## src/rtl/boot_remap_pkg.sv

```systemverilog
package boot_remap_pkg;

  localparam int ADDR_W = 32;

  typedef enum logic [1:0] {
    TGT_NONE  = 2'd0,
    TGT_FLASH = 2'd1,
    TGT_SYS   = 2'd2
  } target_e;

  // Region codes on the upper address bits
  localparam logic [7:0] ALIAS_HI  = 8'h00;  // addr[31:24]
  localparam logic [6:0] DIRECT_HI = 7'h04;  // addr[31:25]; bit 24 picks the bank

  function automatic target_e classify(input logic [ADDR_W-1:0] a, input logic alias_sys);
    target_e t;
    if (a[31:24] == ALIAS_HI)
      t = alias_sys ? TGT_SYS : TGT_FLASH;
    else if (a[31:25] == DIRECT_HI)
      t = a[24] ? TGT_SYS : TGT_FLASH;
    else
      t = TGT_NONE;
    return t;
  endfunction

  function automatic logic in_alias(input logic [ADDR_W-1:0] a);
    return a[31:24] == ALIAS_HI;
  endfunction

endpackage

```

## src/rtl/boot_strap_ctl.sv

```systemverilog
module boot_strap_ctl #(
  parameter int   DATA_W     = 32,
  parameter logic BLANK_ONES = 1'b1
) (
  input  logic              clk,
  input  logic              rst_n,
  input  logic              strap_pin,
  input  logic [DATA_W-1:0] flash_word0,
  output logic              chk_rd_en,
  output logic              strap_q,
  output logic              blank_q,
  output logic              ready
);

  typedef enum logic [1:0] {ST_ISSUE, ST_WAIT, ST_RUN} st_e;
  st_e st;

  logic chk_capture;

  function automatic logic word_is_blank(input logic [DATA_W-1:0] w);
    return BLANK_ONES ? (&w) : ~(|w);
  endfunction

  always_ff @(posedge clk) begin
    if (!rst_n) begin
      st      <= ST_ISSUE;
      strap_q <= strap_pin;
      blank_q <= 1'b0;
    end else begin
      case (st)
        ST_ISSUE: st <= ST_WAIT;
        ST_WAIT: begin
          blank_q <= word_is_blank(flash_word0);
          st      <= ST_RUN;
        end
        default: st <= ST_RUN;
      endcase
    end
  end

  assign chk_rd_en   = rst_n && (st == ST_ISSUE);
  assign chk_capture = (st == ST_WAIT);
  assign ready       = rst_n && (st == ST_RUN);

  // the latched strap never moves between resets
  a_r5_strap_held: assert property (@(posedge clk) disable iff (!rst_n)
    $past(rst_n) |-> $stable(strap_q));

  // the bus opens only after the blank word was captured
  a_r8_ready_after_check: assert property (@(posedge clk) disable iff (!rst_n)
    $rose(ready) |-> $past(chk_capture));

  // blank flag settles before the bus opens and stays put
  a_r8_blank_stable_in_run: assert property (@(posedge clk) disable iff (!rst_n)
    ready && $past(ready) |-> $stable(blank_q));

endmodule

```

## src/rtl/remap_addr_decode.sv

```systemverilog
module remap_addr_decode
  import boot_remap_pkg::*;
#(
  parameter int FLASH_AW = 6,
  parameter int SYS_AW   = 5
) (
  input  logic [ADDR_W-1:0]   addr,
  input  logic                alias_sys,
  output target_e             target,
  output logic [FLASH_AW-1:0] fl_idx,
  output logic [SYS_AW-1:0]   sys_idx
);

  always_comb begin
    target  = classify(addr, alias_sys);
    fl_idx  = addr[FLASH_AW+1:2];
    sys_idx = addr[SYS_AW+1:2];
  end

endmodule

```

## src/rtl/remap_resp_path.sv

```systemverilog
module remap_resp_path
  import boot_remap_pkg::*;
#(
  parameter int DATA_W = 32,
  parameter int TAG_W  = 4
) (
  input  logic              clk,
  input  logic              rst_n,
  input  logic              accept,
  input  target_e           target,
  input  logic [TAG_W-1:0]  tag,
  input  logic [DATA_W-1:0] fl_data,
  input  logic [DATA_W-1:0] sys_data,
  output logic              resp_valid,
  output logic [DATA_W-1:0] resp_data,
  output logic              resp_err,
  output logic [TAG_W-1:0]  resp_tag
);

  target_e route_q;

  always_ff @(posedge clk) begin
    if (!rst_n) begin
      resp_valid <= 1'b0;
      route_q    <= TGT_NONE;
      resp_tag   <= '0;
    end else begin
      resp_valid <= accept;
      if (accept) begin
        route_q  <= target;
        resp_tag <= tag;
      end
    end
  end

  always_comb begin
    resp_err  = resp_valid && (route_q == TGT_NONE);
    resp_data = '0;
    if (resp_valid) begin
      case (route_q)
        TGT_FLASH: resp_data = fl_data;
        TGT_SYS:   resp_data = sys_data;
        default:   resp_data = '0;
      endcase
    end
  end

  // exactly one response for each acceptance, one cycle later
  a_r9_resp_follows_accept: assert property (@(posedge clk) disable iff (!rst_n)
    accept |=> resp_valid);
  a_r9_no_spurious_resp: assert property (@(posedge clk) disable iff (!rst_n)
    !accept |=> !resp_valid);
  // tag travels with its response
  a_r9_tag_forward: assert property (@(posedge clk) disable iff (!rst_n)
    accept |=> resp_tag == $past(tag));
  // an error response carries zero data
  a_r10_err_zero_data: assert property (@(posedge clk) disable iff (!rst_n)
    resp_err |-> resp_data == '0);

endmodule

```

## src/rtl/boot_remap_decoder.sv

```systemverilog
module boot_remap_decoder
  import boot_remap_pkg::*;
#(
  parameter int   DATA_W     = 32,
  parameter int   TAG_W      = 4,
  parameter int   FLASH_AW   = 6,
  parameter int   SYS_AW     = 5,
  parameter logic BLANK_ONES = 1'b1
) (
  input  logic                clk,
  input  logic                rst_n,
  input  logic                boot_strap,
  input  logic                req_valid,
  output logic                req_ready,
  input  logic [31:0]         req_addr,
  input  logic [TAG_W-1:0]    req_tag,
  output logic                resp_valid,
  output logic [DATA_W-1:0]   resp_data,
  output logic                resp_err,
  output logic [TAG_W-1:0]    resp_tag,
  output logic                fl_rd_en,
  output logic [FLASH_AW-1:0] fl_rd_addr,
  input  logic [DATA_W-1:0]   fl_rd_data,
  output logic                sys_rd_en,
  output logic [SYS_AW-1:0]   sys_rd_addr,
  input  logic [DATA_W-1:0]   sys_rd_data
);

  logic                chk_rd_en, strap_q, blank_q, alias_sys, accept;
  target_e             tgt;
  logic [FLASH_AW-1:0] fl_idx;
  logic [SYS_AW-1:0]   sys_idx;

  boot_strap_ctl #(.DATA_W(DATA_W), .BLANK_ONES(BLANK_ONES)) u_ctl (
    .clk        (clk),
    .rst_n      (rst_n),
    .strap_pin  (boot_strap),
    .flash_word0(fl_rd_data),
    .chk_rd_en  (chk_rd_en),
    .strap_q    (strap_q),
    .blank_q    (blank_q),
    .ready      (req_ready)
  );

  assign alias_sys = strap_q | blank_q;
  assign accept    = req_valid & req_ready;

  remap_addr_decode #(.FLASH_AW(FLASH_AW), .SYS_AW(SYS_AW)) u_dec (
    .addr     (req_addr),
    .alias_sys(alias_sys),
    .target   (tgt),
    .fl_idx   (fl_idx),
    .sys_idx  (sys_idx)
  );

  assign fl_rd_en    = chk_rd_en | (accept && tgt == TGT_FLASH);
  assign fl_rd_addr  = chk_rd_en ? '0 : fl_idx;
  assign sys_rd_en   = accept && tgt == TGT_SYS;
  assign sys_rd_addr = sys_idx;

  remap_resp_path #(.DATA_W(DATA_W), .TAG_W(TAG_W)) u_resp (
    .clk       (clk),
    .rst_n     (rst_n),
    .accept    (accept),
    .target    (tgt),
    .tag       (req_tag),
    .fl_data   (fl_rd_data),
    .sys_data  (sys_rd_data),
    .resp_valid(resp_valid),
    .resp_data (resp_data),
    .resp_err  (resp_err),
    .resp_tag  (resp_tag)
  );

  // at most one bank strobed in a cycle
  a_r1_one_bank: assert property (@(posedge clk) disable iff (!rst_n)
    $onehot0({fl_rd_en, sys_rd_en}));
  // alias goes to flash when strap is low and flash holds code
  a_r3_alias_to_flash: assert property (@(posedge clk) disable iff (!rst_n)
    accept && in_alias(req_addr) && !strap_q && !blank_q |-> fl_rd_en && !sys_rd_en);
  // a high strap sends the alias to the system bank
  a_r4_alias_to_sys: assert property (@(posedge clk) disable iff (!rst_n)
    accept && in_alias(req_addr) && strap_q |-> sys_rd_en);
  // blank flash steers the alias away from flash
  a_r6_blank_to_sys: assert property (@(posedge clk) disable iff (!rst_n)
    accept && in_alias(req_addr) && blank_q |-> !fl_rd_en);
  // no request reaches a bank while the blank check runs
  a_r8_check_private: assert property (@(posedge clk) disable iff (!rst_n)
    chk_rd_en |-> !sys_rd_en && !req_ready);

endmodule

```

## config.mk

```make
export PLATFORM = sky130hd
export DESIGN_NAME = boot_remap_decoder
export DESIGN_NICKNAME = d
export VERILOG_FILES = /design/src/rtl/boot_remap_pkg.sv /design/src/rtl/boot_strap_ctl.sv /design/src/rtl/remap_addr_decode.sv /design/src/rtl/remap_resp_path.sv /design/src/rtl/boot_remap_decoder.sv
export SDC_FILE = /design/constraint.sdc
export NUM_CORES = 1
export LEC_CHECK = 0
export ABC_AREA = 1
export BUFFER_PORTS_ARGS = -buffer_cell sky130_fd_sc_hd__buf_4
export CORE_MARGIN = 3
export CORE_UTILIZATION = 32
export CTS_CLUSTER_SIZE = 40
export DETAILED_ROUTE_END_ITERATION = 12
export PLACE_DENSITY_LB_ADDON = 0.05
export SYNTH_ARGS = -nofsm -noshare
export SYNTH_HDL_FRONTEND = slang
export SYNTH_SLANG_ARGS = --single-unit
```

## constraint.sdc

```tcl
create_clock -name clk -period 1.3 [get_ports clk]
set_input_delay 0.065 -clock clk [delete_from_list [all_inputs] [get_ports clk]]
set_output_delay 0.065 -clock clk [all_outputs]
set_load 0.02 [all_outputs]
```

==> results of run 1 <==
-- cell usage after synthesis --
cell type / count
nand3_1: 3
a21oi_1: 38
buf_4: 5
a21oi_2: 2
nand2_1: 106
inv_2: 3
ha_1: 3
clkinv_4: 1
nand2_2: 1
inv_1: 17
dfxtp_1: 10
nor2_1: 25
clkbuf_1: 6
nand2_4: 1
nand4_1: 2
nor3_4: 1
buf_1: 3
edfxtp_1: 1
-- registers in the layout, indices dropped and copies added (netlist names) --
register / cells
u_ctl.blank_q: 1
u_ctl.st: 2
u_ctl.strap_q: 1
u_resp.resp_tag: 4
u_resp.resp_valid: 1
u_resp.route_q: 2
-- area by class of cell --
class / instances / area share
inverter: 21 / 0.02900
multi-input combinational: 182 / 0.3736
tap: 46 / 0.01991
clock buffer: 4 / 0.01558
timing repair buffer: 161 / 0.4805
sequential: 11 / 0.08139
-- timing repair --
action	4_1_cts	5_1_grt
pin swaps	5	4
hold buffers	0	1
buffers inserted	5	4
endpoints found under the hold margin	0	1
endpoints found under the setup margin	34	34
resized for setup	69	36
gates cloned	6	0
-- metal layers --
layer / share of wire / vias up / wire length, µm
li1: - / 1007 / -
met4: 0.028 / 0 / 176
met1: 0.33 / 949 / 2075
met2: 0.54 / 114 / 3425
met5: 0 / - / 0
met3: 0.097 / 22 / 608
-- report_power, final --
group	internal, mW	switching (mW)
Sequential	0.357	0.0113
Combinational	0.248	0.181
Clock	0.215	0.124
Total	0.821	0.316
-- worst min-delay path: stages --
cell and delay [ps]:
buf_4 100, nand2_1 50, a21oi_1 50
-- worst max path at each step --
stage,endpoint,cells after the start,start
6_report,resp_data[22],6,u_resp.route_q[0]$_SDFFE_PN0P_
5_1_grt,resp_data[9],6,u_resp.route_q[0]$_SDFFE_PN0P_
3_3_place_gp,resp_data[0],6,u_resp.route_q[0]$_SDFFE_PN0P_
3_5_place_dp,resp_data[0],6,u_resp.route_q[0]$_SDFFE_PN0P_
2_1_floorplan,resp_data[10],5,u_resp.route_q[0]$_SDFFE_PN0P_
4_1_cts,resp_data[23],6,u_resp.route_q[0]$_SDFFE_PN0P_
-- cell families (layout without fill, tap and decap cells) --
kind of cell | after synthesis | after routing | synth area share
fa+ha+maj | 3 | 3 | 0.03172
flops | 11 | 11 | 0.1945
simple gates | 139 | 139 | 0.4672
buf+inv | 35 | 186 | 0.1311
compound gates | 40 | 40 | 0.1755
-- per-stage QoR --
step | hold WS (ps) | power [mW] | util | worst slack [ps]
2_1_floorplan | 163.9 | 0.4968 | - | -67.19
3_3_place_gp | 244.0 | 0.7553 | 0.6598 | -4.990
3_5_place_dp | 244.5 | 0.7613 | 0.6598 | -31.96
4_1_cts | 0.7208 | 1.111 | 0.7786 | -195.5
5_1_grt | 88.67 | 1.190 | 0.8397 | -275.4
6_report | 81.24 | 1.136 | 0.8397 | -215.0
==> out/results.txt, run 1 <==
Status - finished with violations
Failing checks - setup timing
Syn nets - 335
N_diodes - 0
Final Cycle Share - 1.165
CTS tree - built
Normalized max-slew margin - 0.8380
Worst R2R Setup Slack - 70 ps
Leak Pwr - 1.258 nW
Non-Filler Instances - 425
Post-placement cell area - 0.002271 mm²
Clock tree sinks - 11
Met1 global-route usage - 0.2353
GRT Util Overall - 0.2369
Met3 GRT Util - 0.05565
Worst reg2reg endpoint - u_resp.resp_tag[1]$_SDFFE_PN0P_
IO Pins - 156
Area of the multi-input gates - 0.001080 mm²
Antenna Nets Post-Route - 0
#FFs+latches synth - 11
Setup CP Type - flop to output pin
Chip Width - 66.82 µm
CTS buffer count - 3
Fin. max-slew vios - 0
Bufs and invs on worst path - 3
Pwr/cell area - 393.2 mW/mm²
Top cells by area in the synthesized netlist - nand2_1 34%, dfxtp_1 17%, a21oi_1 16%
Storage element area - 235.2 µm²
Post-DP HPWL - 3.936 mm
Setup crit start kind - flop
Worst hold path cell count - 3
Post-synthesis sequential area ratio - 0.1945
WP data arrival - 1450 ps
WHS Endpoint - u_resp.resp_tag[2]$_SDFFE_PN0P_
Post-synthesis cell type count - 18
Layout cells sized above 1 - 0.5831
Design area - 0.002890 mm²
# fillers - 236
Starting DRT DRC Count - 105
Final Hold Vio Count - 0
Setup_tns - -6275 ps
Clk pin slew, worst setup/hold paths - 50 ps
Worst VDD drop - 0.6318 mV
GP Congestion - 0.8063
Mapped Avg Cell Area - 5.191 µm²
Core area - 0.003442 mm²
Fin crit period - 1515 ps
Initial core utilization - 0.3439
Grt total ovfl - 0
Area delta synth->final - 144.2%
Setup WS post-layout - -215.0 ps
FP Rows - 21
Worst EP required - 1240 ps
Wirelength per Cell - 14.79 µm
Max stage delay on crit path - 340 ps
Clock Skews - 0.5582 ps
Most common cell after layout, fill and taps aside - buf_4
CP top delay family - buffers and inverters
Die height - 66.82 µm
# setup viols final - 34
RSZ-0062 raised after global routing - true
Met2 usage in global routing - 0.4728
Slew @ Worst Pin - 242.7 ps
Routed wire length - 6.286 mm
Placed cells - 405
Hold path startpoint - req_tag[2]
Synth Instances - 228
Critical path's slowest cell - dfxtp_2
Hold Crit Class - primary input to flop
Die area - 0.004465 mm²
Worst-Skew Late Latency - 240 ps
Drt pass-1 iters - 4
DRC - 0
Crit path cell chain - inv_2 > ha_4 > nand2_8 > buf_16 > a21oi_2 > buf_4
Number of port buffers - 137
Worst-path maximum fanout - 7
Global route hottest layer - met2
Vias - 2092
Yosys top cell by area - nand2_1
Most frequent cells in the layout - 128 x buf_4, 100 x nand2_1, 26 x buf_6
Post-synth top area share - 0.3362
Vias in the first global route - 1768
Synth warn - 0
Initial antenna violation count - 0
Worst r2r path cells - 8
Max-cap violations - 0
Root Buffer - clkbuf_8
Max clock buf depth - 2
First-pass GRT wire length - 8.252 mm
Crit. End Element - output pin
Max Fclk - 0.6601 GHz
H-tree depth - 1
Final nets - 487
Largest net degree at the start of global routing - 16
Vias/cell - 4.922
Mapped cell area - 0.001184 mm²
Reg2reg start - u_ctl.st[1]$_SDFF_PN0_
Power figures use the tool's default switching activity.
==> run 2, diff against run 1 <==
Settings changed: SKIP_LAST_GASP from default to 1.
==> out/results.txt, run 2 (synthesized netlist as in run 1, its figures left out) <==
Vias - 2082
Core area - 0.003442 mm²
Worst EP required - 1240 ps
Pwr/cell area - 393.2 mW/mm²
Critical path's slowest cell - dfxtp_2
GRT Util Overall - 0.2369
Initial core utilization - 0.3439
Status - finished with violations
Crit. End Element - output pin
Max Fclk - 0.6603 GHz
RSZ-0062 raised after global routing - true
Setup_tns - -6235 ps
Failing checks - setup timing
Leak Pwr - 1.257 nW
Vias/cell - 4.899
Clock Skews - 0.8268 ps
Max clock buf depth - 2
Final Cycle Share - 1.165
Antenna Nets Post-Route - 0
Hold Crit Class - primary input to flop
Final Hold Vio Count - 0
Area of the multi-input gates - 0.001071 mm²
Fin. max-slew vios - 0
Starting DRT DRC Count - 110
Worst-path maximum fanout - 7
Grt total ovfl - 0
IO Pins - 156
N_diodes - 0
Normalized max-slew margin - 0.8380
Worst-Skew Late Latency - 240 ps
Storage element area - 235.2 µm²
Wirelength per Cell - 14.69 µm
Max stage delay on crit path - 340 ps
Area delta synth->final - 143.4%
Setup CP Type - flop to output pin
CTS buffer count - 3
Setup crit start kind - flop
Slew @ Worst Pin - 242.7 ps
Most common cell after layout, fill and taps aside - buf_4
H-tree depth - 1
FP Rows - 21
CTS tree - built
Worst VDD drop - 0.6464 mV
Die area - 0.004465 mm²
Initial antenna violation count - 0
# setup viols final - 33
Post-DP HPWL - 3.936 mm
# fillers - 238
First-pass GRT wire length - 8.252 mm
Root Buffer - clkbuf_8
Regs by FF count - u_resp.resp_tag (4), u_ctl.st (2), u_resp.route_q (2)
Placed cells - 405
Clk pin slew, worst setup/hold paths - 50 ps
Largest Register - u_resp.resp_tag
GP Congestion - 0.8063
Layout cells sized above 1 - 0.5752
Final nets - 487
Most frequent cells in the layout - 128 x buf_4, 101 x nand2_1, 26 x buf_6
Number of port buffers - 137
Drt pass-1 iters - 4
Post-placement cell area - 0.002271 mm²
Routed wire length - 6.245 mm
Setup WS post-layout - -214.5 ps
Chip Width - 66.82 µm
Clock tree sinks - 11
Fin crit period - 1515 ps
Max reg flops - 4
Max-cap violations - 0
Non-Filler Instances - 425
Vias in the first global route - 1768
DRC - 0
Crit path cell chain - inv_2 > ha_4 > nand2_8 > buf_16 > a21oi_2 > buf_4
Design area - 0.002882 mm²
Die height - 66.82 µm
WP data arrival - 1450 ps
Largest net degree at the start of global routing - 16
==> run 2: repair_timing <==
action                                  CTS  global route
hold buffers                              0             1
hold endpoints to repair                  0             1
gates cloned                              6             0
pin swaps                                 5             4
resized for setup                        69            33
endpoints found under the setup margin   34            34
buffers inserted                          5             4
==> run 2: metal layers <==
metal  part of all wire  global-route usage  wire length (µm)
met5                  0                   0                 0
met4              0.027             0.07360               169
met3              0.094             0.05565               588
met2               0.55              0.4728              3414
met1               0.33              0.2353              2073
==> run 2: worst paths after layout <==
kind	slack [ps]	to	cells after the start	startpoint
hold reg to reg	470	u_resp.resp_tag[2]$_SDFFE_PN0P_	2	u_resp.resp_tag[2]$_SDFFE_PN0P_
hold / removal	80	u_resp.resp_tag[2]$_SDFFE_PN0P_	3	req_tag[2]
setup / recovery	-210	resp_data[22]	6	u_resp.route_q[0]$_SDFFE_PN0P_
setup reg to reg	80	u_resp.resp_tag[1]$_SDFFE_PN0P_	8	u_ctl.st[1]$_SDFF_PN0_
==> run 2: where the power goes <==
part | switching, mW | internal, mW | total [mW]
Sequential | 0.0103 | 0.357 | 0.368
Clock | 0.124 | 0.215 | 0.338
Combinational | 0.180 | 0.247 | 0.427
==> run 2: layout make-up <==
type,count,area share
Timing Repair Buffer,161,0.4820
Inverter,21,0.02909
Sequential cell,11,0.08163
Multi-Input combinational cell,182,0.3717
Tap cell,46,0.01997
Clock buffer,4,0.01563
==> run 2: worst max-delay path: cells and delay by family, from the launching register on <==
family,cells,cell delay [ps]
compound gates,1,110
fa+ha+maj,1,290
buf+inv,3,380
flops,1,340
simple gates,1,90
==> run 2: per-stage QoR <==
step                      worst slack, ps  total power, mW  hold WS [ps]  utilization
after CTS                          -195.5            1.111        0.7208       0.7786
after global placement             -4.990           0.7553         244.0       0.6598
final                              -214.5            1.133         81.61       0.8372
after floorplan                    -67.19           0.4968         163.9            -
after detailed placement           -31.96           0.7613         244.5       0.6598
after global routing               -275.4            1.187         88.67       0.8372
